==> src/rtl/rfb_pkg.sv <==
package rfb_pkg;
  typedef enum logic [2:0] {
    BK_USR = 3'd0,
    BK_FIQ = 3'd1,
    BK_IRQ = 3'd2,
    BK_SVC = 3'd3,
    BK_ABT = 3'd4,
    BK_UND = 3'd5
  } bank_e;

  localparam logic [4:0] MODE_USR = 5'b10000;
  localparam logic [4:0] MODE_FIQ = 5'b10001;
  localparam logic [4:0] MODE_IRQ = 5'b10010;
  localparam logic [4:0] MODE_SVC = 5'b10011;
  localparam logic [4:0] MODE_ABT = 5'b10111;
  localparam logic [4:0] MODE_UND = 5'b11011;
  localparam logic [4:0] MODE_SYS = 5'b11111;

  localparam int NUM_ARCH   = 16;
  localparam int FIQ_LO     = 8;
  localparam int FIQ_CNT    = 7;
  localparam int SMALL_LO   = 13;
  localparam int SMALL_CNT  = 2;
  localparam int SMALL_BANKS = 4;
  localparam int NUM_PHYS   = NUM_ARCH + FIQ_CNT + SMALL_BANKS * SMALL_CNT;
  localparam int NUM_SAVED  = 1 + SMALL_BANKS;
  localparam int PHYS_W     = $clog2(NUM_PHYS);
endpackage

==> src/rtl/rfb_mode_decode.sv <==
module rfb_mode_decode
  import rfb_pkg::*;
(
  input  logic [4:0] mode_i,
  output bank_e      bank_o
);
  always_comb begin
    unique case (mode_i)
      MODE_FIQ: bank_o = BK_FIQ;
      MODE_IRQ: bank_o = BK_IRQ;
      MODE_SVC: bank_o = BK_SVC;
      MODE_ABT: bank_o = BK_ABT;
      MODE_UND: bank_o = BK_UND;
      default:  bank_o = BK_USR;
    endcase
  end
endmodule

==> src/rtl/rfb_addr_map.sv <==
module rfb_addr_map
  import rfb_pkg::*;
(
  input  bank_e             bank_i,
  input  logic [3:0]        arch_i,
  output logic [PHYS_W-1:0] phys_o
);
  localparam int FIQ_BASE   = NUM_ARCH;
  localparam int SMALL_BASE = NUM_ARCH + FIQ_CNT;

  logic in_fiq_win;
  logic in_small_win;
  logic [2:0] small_slot;

  always_comb begin
    in_fiq_win   = (int'(arch_i) >= FIQ_LO) && (int'(arch_i) < FIQ_LO + FIQ_CNT);
    in_small_win = (int'(arch_i) >= SMALL_LO) && (int'(arch_i) < SMALL_LO + SMALL_CNT);
    small_slot   = 3'(bank_i) - 3'(BK_IRQ);
    if (bank_i == BK_FIQ && in_fiq_win) begin
      phys_o = PHYS_W'(FIQ_BASE + int'(arch_i) - FIQ_LO);
    end else if (bank_i != BK_USR && bank_i != BK_FIQ && in_small_win) begin
      phys_o = PHYS_W'(SMALL_BASE + int'(small_slot) * SMALL_CNT + int'(arch_i) - SMALL_LO);
    end else begin
      phys_o = PHYS_W'(arch_i);
    end
  end
endmodule

==> src/rtl/rfb_saved_bank.sv <==
module rfb_saved_bank
  import rfb_pkg::*;
#(
  parameter int DATA_W = 32
) (
  input  logic              clk,
  input  logic              rst_n,
  input  bank_e             bank_i,
  input  logic              we_i,
  input  logic [DATA_W-1:0] wdata_i,
  input  logic [DATA_W-1:0] stat_i,
  output logic [DATA_W-1:0] rdata_o
);
  localparam int SLOT_W = $clog2(NUM_SAVED);

  logic [DATA_W-1:0] saved_q [NUM_SAVED];
  logic [SLOT_W-1:0] slot;
  logic              has_copy;

  always_comb begin
    has_copy = (bank_i != BK_USR);
    slot     = SLOT_W'(3'(bank_i) - 3'd1);
  end

  for (genvar i = 0; i < NUM_SAVED; i++) begin : g_saved
    logic              en;
    logic [DATA_W-1:0] d;
    always_comb begin
      en = we_i && has_copy && (slot == SLOT_W'(i));
      d  = en ? wdata_i : saved_q[i];
    end
    always_ff @(posedge clk or negedge rst_n) begin
      if (!rst_n) saved_q[i] <= '0;
      else        saved_q[i] <= d;
    end
  end

  assign rdata_o = has_copy ? saved_q[slot] : stat_i;
endmodule

==> src/rtl/banked_regfile.sv <==
module banked_regfile
  import rfb_pkg::*;
#(
  parameter int               DATA_W     = 32,
  parameter logic [DATA_W-1:0] STAT_RESET = DATA_W'(MODE_SVC)
) (
  input  logic              clk,
  input  logic              rst_n,
  input  logic [4:0]        mode_i,
  input  logic [3:0]        rd_a_sel,
  output logic [DATA_W-1:0] rd_a_data,
  input  logic [3:0]        rd_b_sel,
  output logic [DATA_W-1:0] rd_b_data,
  input  logic              wr_en,
  input  logic [3:0]        wr_sel,
  input  logic [DATA_W-1:0] wr_data,
  output logic [DATA_W-1:0] stat_rdata,
  input  logic              stat_we,
  input  logic [DATA_W-1:0] stat_wdata,
  output logic [DATA_W-1:0] saved_rdata,
  input  logic              saved_we,
  input  logic [DATA_W-1:0] saved_wdata
);
  bank_e             bank;
  logic [PHYS_W-1:0] phys_a;
  logic [PHYS_W-1:0] phys_b;
  logic [PHYS_W-1:0] phys_w;
  logic [DATA_W-1:0] phys_q [NUM_PHYS];
  logic [DATA_W-1:0] stat_q;
  logic [DATA_W-1:0] stat_d;

  rfb_mode_decode u_dec (.mode_i(mode_i), .bank_o(bank));

  rfb_addr_map u_map_a (.bank_i(bank), .arch_i(rd_a_sel), .phys_o(phys_a));
  rfb_addr_map u_map_b (.bank_i(bank), .arch_i(rd_b_sel), .phys_o(phys_b));
  rfb_addr_map u_map_w (.bank_i(bank), .arch_i(wr_sel),   .phys_o(phys_w));

  for (genvar i = 0; i < NUM_PHYS; i++) begin : g_reg
    logic              en;
    logic [DATA_W-1:0] d;
    always_comb begin
      en = wr_en && (phys_w == PHYS_W'(i));
      d  = en ? wr_data : phys_q[i];
    end
    always_ff @(posedge clk or negedge rst_n) begin
      if (!rst_n) phys_q[i] <= '0;
      else        phys_q[i] <= d;
    end
  end

  always_comb begin
    stat_d = stat_we ? stat_wdata : stat_q;
  end

  always_ff @(posedge clk or negedge rst_n) begin
    if (!rst_n) stat_q <= STAT_RESET;
    else        stat_q <= stat_d;
  end

  rfb_saved_bank #(.DATA_W(DATA_W)) u_saved (
    .clk     (clk),
    .rst_n   (rst_n),
    .bank_i  (bank),
    .we_i    (saved_we),
    .wdata_i (saved_wdata),
    .stat_i  (stat_q),
    .rdata_o (saved_rdata)
  );

  assign rd_a_data  = phys_q[phys_a];
  assign rd_b_data  = phys_q[phys_b];
  assign stat_rdata = stat_q;
endmodule

==> config.mk <==
export PLATFORM = sky130hd
export DESIGN_NAME = banked_regfile
export DESIGN_NICKNAME = d
export VERILOG_FILES = /design/src/rtl/rfb_pkg.sv /design/src/rtl/rfb_mode_decode.sv /design/src/rtl/rfb_addr_map.sv /design/src/rtl/rfb_saved_bank.sv /design/src/rtl/banked_regfile.sv
export SDC_FILE = /design/constraint.sdc
export NUM_CORES = 2
export LEC_CHECK = 0
export BUFFER_PORTS_ARGS = -buffer_cell sky130_fd_sc_hd__buf_2
export CAP_MARGIN = 25
export CELL_PAD_IN_SITES_DETAIL_PLACEMENT = 1
export CELL_PAD_IN_SITES_GLOBAL_PLACEMENT = 1
export CORE_MARGIN = 2
export CORE_UTILIZATION = 40
export CTS_CLUSTER_SIZE = 25
export DETAILED_ROUTE_END_ITERATION = 12
export GPL_ROUTABILITY_DRIVEN = 0
export PLACE_DENSITY_LB_ADDON = 0.1
export SETUP_SLACK_MARGIN = 0.1
export SYNTH_ARGS = -nofsm -noshare
export SYNTH_HDL_FRONTEND = slang
export SYNTH_SLANG_ARGS = --single-unit
==> constraint.sdc <==
create_clock -name clk -period 7.7 [get_ports clk]
set_input_delay 1.54 -clock clk [delete_from_list [all_inputs] [get_ports clk]]
set_output_delay 1.54 -clock clk [all_outputs]
set_load 0.005 [all_outputs]
==> summary.md <==
| Metric | Value |
|---|---|
| Max Slew Vio Count | 0 |
| Yosys warns | 0 |
| Global-route usage over all layers | 0.298 |
| Post-DP HPWL | 147000 um |
| Post-layout minimum cycle time | 7360 ps |
| EDFF count, synth | 0 |
| Synth async-reset ratio | 1.00 |
| CP startpoint | mode_i[2] |
| Sw Share | 0.296 |
| IO Count | 246 |
| Clock root cell | clkbuf_16 |
| Clock tree from TritonCTS | done |
| Post-Syn Area | 62900 um^2 |
| Setup crit end kind | output port |
| Distinct cells, synth | 64 |
| Unrepaired setup endpoints after global routing | no |
| Clk pwr share | 0.385 |
| Setup TNS | 0 ps |
| Arr. time, crit path | 5820 ps |
| Outcome | complete, no violations |
| Area leader, netlist | dfrtp_1 |
| Worst path required time | 6160 ps |
| Initial DRC count | 4027 |
| Clock Tree Buf Depth | 3 |
| # hold bufs at CTS | 0 |
| Clk slew on worst S/H paths | 60 ps |
| DR vias | 47703 |
| Finished Core Util | 0.465 |
| Power Internal | 13100 uW |
| Primary FF master, synth | dfrtp_1 |
| WS Path Type | in -> out |
| Worst Hold Class | reg -> reg |
| Finished Cell Area | 72600 um^2 |
| DRC Markers | 0 |
| Synth Instances | 5479 |
| Share of post-route cells with drive strength above 1 | 0.365 |
| P&R area growth vs syn | 15.5% |
| Sequential share of the synthesized area | 0.471 |
| Wire length per cell | 30.9 um |
| Core area | 156000 um^2 |
| H-tree depth | 4 |
| Hold path start | u_saved.saved_q[132] |
| Die X | 400 um |
| Crit-path max FO | 53 |
| Seq cells post-synth | 1184 |
| Leak Pwr | 0.0322 uW |
| Syn Area/Cell | 11.5 um^2 |
| CP startpoint kind | input pin |
| Net Sw Power | 5510 uW |
| Maximum capacitance violations | 0 |
| PD cells | 257 nW/um^2 |
| Total Wirelength | 240000 um |
| Count of final setup violators | 0 |
| Tcrit/Tclk final | 0.956 |
| Final ANT Viol Nets | 0 |
| Die Y | 400 um |
| Remaining global-route overflow | 0 |
| Largest net degree at the start of global routing | 170 |
| Cts bufs inserted | 144 |
| Top-area cell type share of the netlist area | 0.470 |
| Max Fclk | 136 MHz |
| Hold WS | 500 ps |
| Row cnt | 145 |
| Port bufs | 245 |
| Layout Nets | 5723 |
| Post-place instance area | 67500 um^2 |
| Initial antenna violation count | 24 |
| Rel. slew slack | 0.266 |
| CTS Sinks | 1184 |
| Worst reg2reg startpoint | phys_q[286] |
| Area contributors post-synth | dfrtp_1 47%, mux2_2 20%, mux4_2 6.2% |
| Worst-skew pair later-pin latency | 800 ps |
| Hold Violations, Final | 0 |
| 1st-pass router iterations | 6 |
| Worst VDD drop | 0.234 mV |
| Clock skew | 0 ps |
| Worst-Margin Slew | 1100 ps |
| Final setup margin | 341 ps |
| Setup WS pre-CTS | 306 ps |
| Sequential power share | 0.429 |
| Syn nets | 5618 |
| Starting Density | 0.402 |
| Wire length of the first global-routing pass | 354000 um |
| Number of global-route vias before repair | 49945 |
| Vias per std cell | 6.14 |
| DIE AREA | 160000 um^2 |
| Logic gate share of total power | 0.186 |
## what timing repair did
| item | 4_1_cts | 5_1_grt |
|---|---|---|
| endpoints found under the setup margin | 0 | 14 |
| buffers inserted | 0 | 1 |
| resized for setup | 0 | 4 |
## layout make-up
type                    instances  area (um^2)
diodes                          5         12.5
clock buffers                 208         4150
clock inverters                55          852
fillers                     16286        83600
inverters                      17         63.8
multi-input cells            3747        31400
flip-flops and latches       1184        29600
well taps                    2058         2570
repair buffers                490         3940
## worst max-delay path, stage by stage
cell	delay (ps)
buf_2	130
xnor2_1	180
or2_2	380
ha_1	350
xor2_2	170
buf_4	140
ha_1	260
inv_1	50
fa_1	480
a211oi_4	260
buf_12	200
buf_12	300
a21oi_1	90
a32oi_1	180
o22ai_1	140
nor4_1	660
buf_2	230
## path summary, 6_finish.rpt
| kind | end | slack, ps | cells after the start |
|---|---|---|---|
| min | u_saved.saved_q[132] | 500 | 1 |
| min reg2reg | u_saved.saved_q[132] | 500 | 1 |
| min in group asynchronous | phys_q[794] | 730 | 1 |
| max | rd_a_data[16] | 340 | 17 |
| max reg2reg | phys_q[286] | 6860 | 1 |
| max in group asynchronous | phys_q[935] | 5320 | 3 |
## power groups by stage
stage | Sequential [uW] | Combinational [uW] | Clock [uW]
6_report | 7990 | 3470 | 7180
3_3_place_gp | 8040 | 3390 | 0
3_5_place_dp | 8070 | 3480 | 0
5_1_grt | 8130 | 3780 | 7580
4_1_cts | 7970 | 3500 | 7320
2_1_floorplan | 7800 | 2350 | 0
## cell usage after synthesis, drive strengths merged, types with 17 or more instances
cell type,instances
mux2,1203
dfrtp,1181
nand2,956
clkbuf,311
nand3,228
buf,220
mux2i,190
mux4,173
a21oi,164
a31oi,109
a211oi,97
a32oi,87
o21ai,67
a22oi,63
and3,55
nor2,55
a222oi,41
nor2b,36
o22ai,33
nor4,32
nor3,27
and4,22
o32ai,22
ha,18
inv,17
## cell usage in the layout, fill, tap and decap left out, types with 86 or more instances in the layout
cell type and n:
a211oi_1 96, a21oi_1 163, a31oi_1 109, a32oi_1 86, buf_2 242, buf_4 176
clkbuf_16 144, dfrtp_1 1181, mux2_1 101, mux2_2 1101, mux2i_1 189, mux4_2 173
nand2_1 948, nand3_1 224
## logic make-up after synthesis
group,synth area share
multiplexers,0.308
AND/OR/NAND/NOR,0.100
flip-flops,0.471
AO/OA/AOI/OAI,0.0776
buffers and inverters,0.0363
adder cells (fa/ha/maj),0.00454
XOR/XNOR,0.00195
## routing by layer
layer / up-vias / wire, um / global-route usage
met5: - / 129 / 0
met4: 20 / 10900 / 0.125
met3: 495 / 12500 / 0.0453
met2: 1429 / 112000 / 0.482
met1: 25471 / 104000 / 0.401
li1: 20288 / - / -
## metrics by stage
stage               power [uW]  instances
finish                   18600       7764
global route             19500       7762
CTS                      18800       7757
detailed placement       11600       7494
global placement         11400       7493
floorplan                10100       5479
## registers in the layout, summed over array words and instances (netlist names)
register	flops
u_saved.saved_q	160
stat_rdata	32
phys_q	992
No activity file was read; power rests on OpenSTA's default activity.
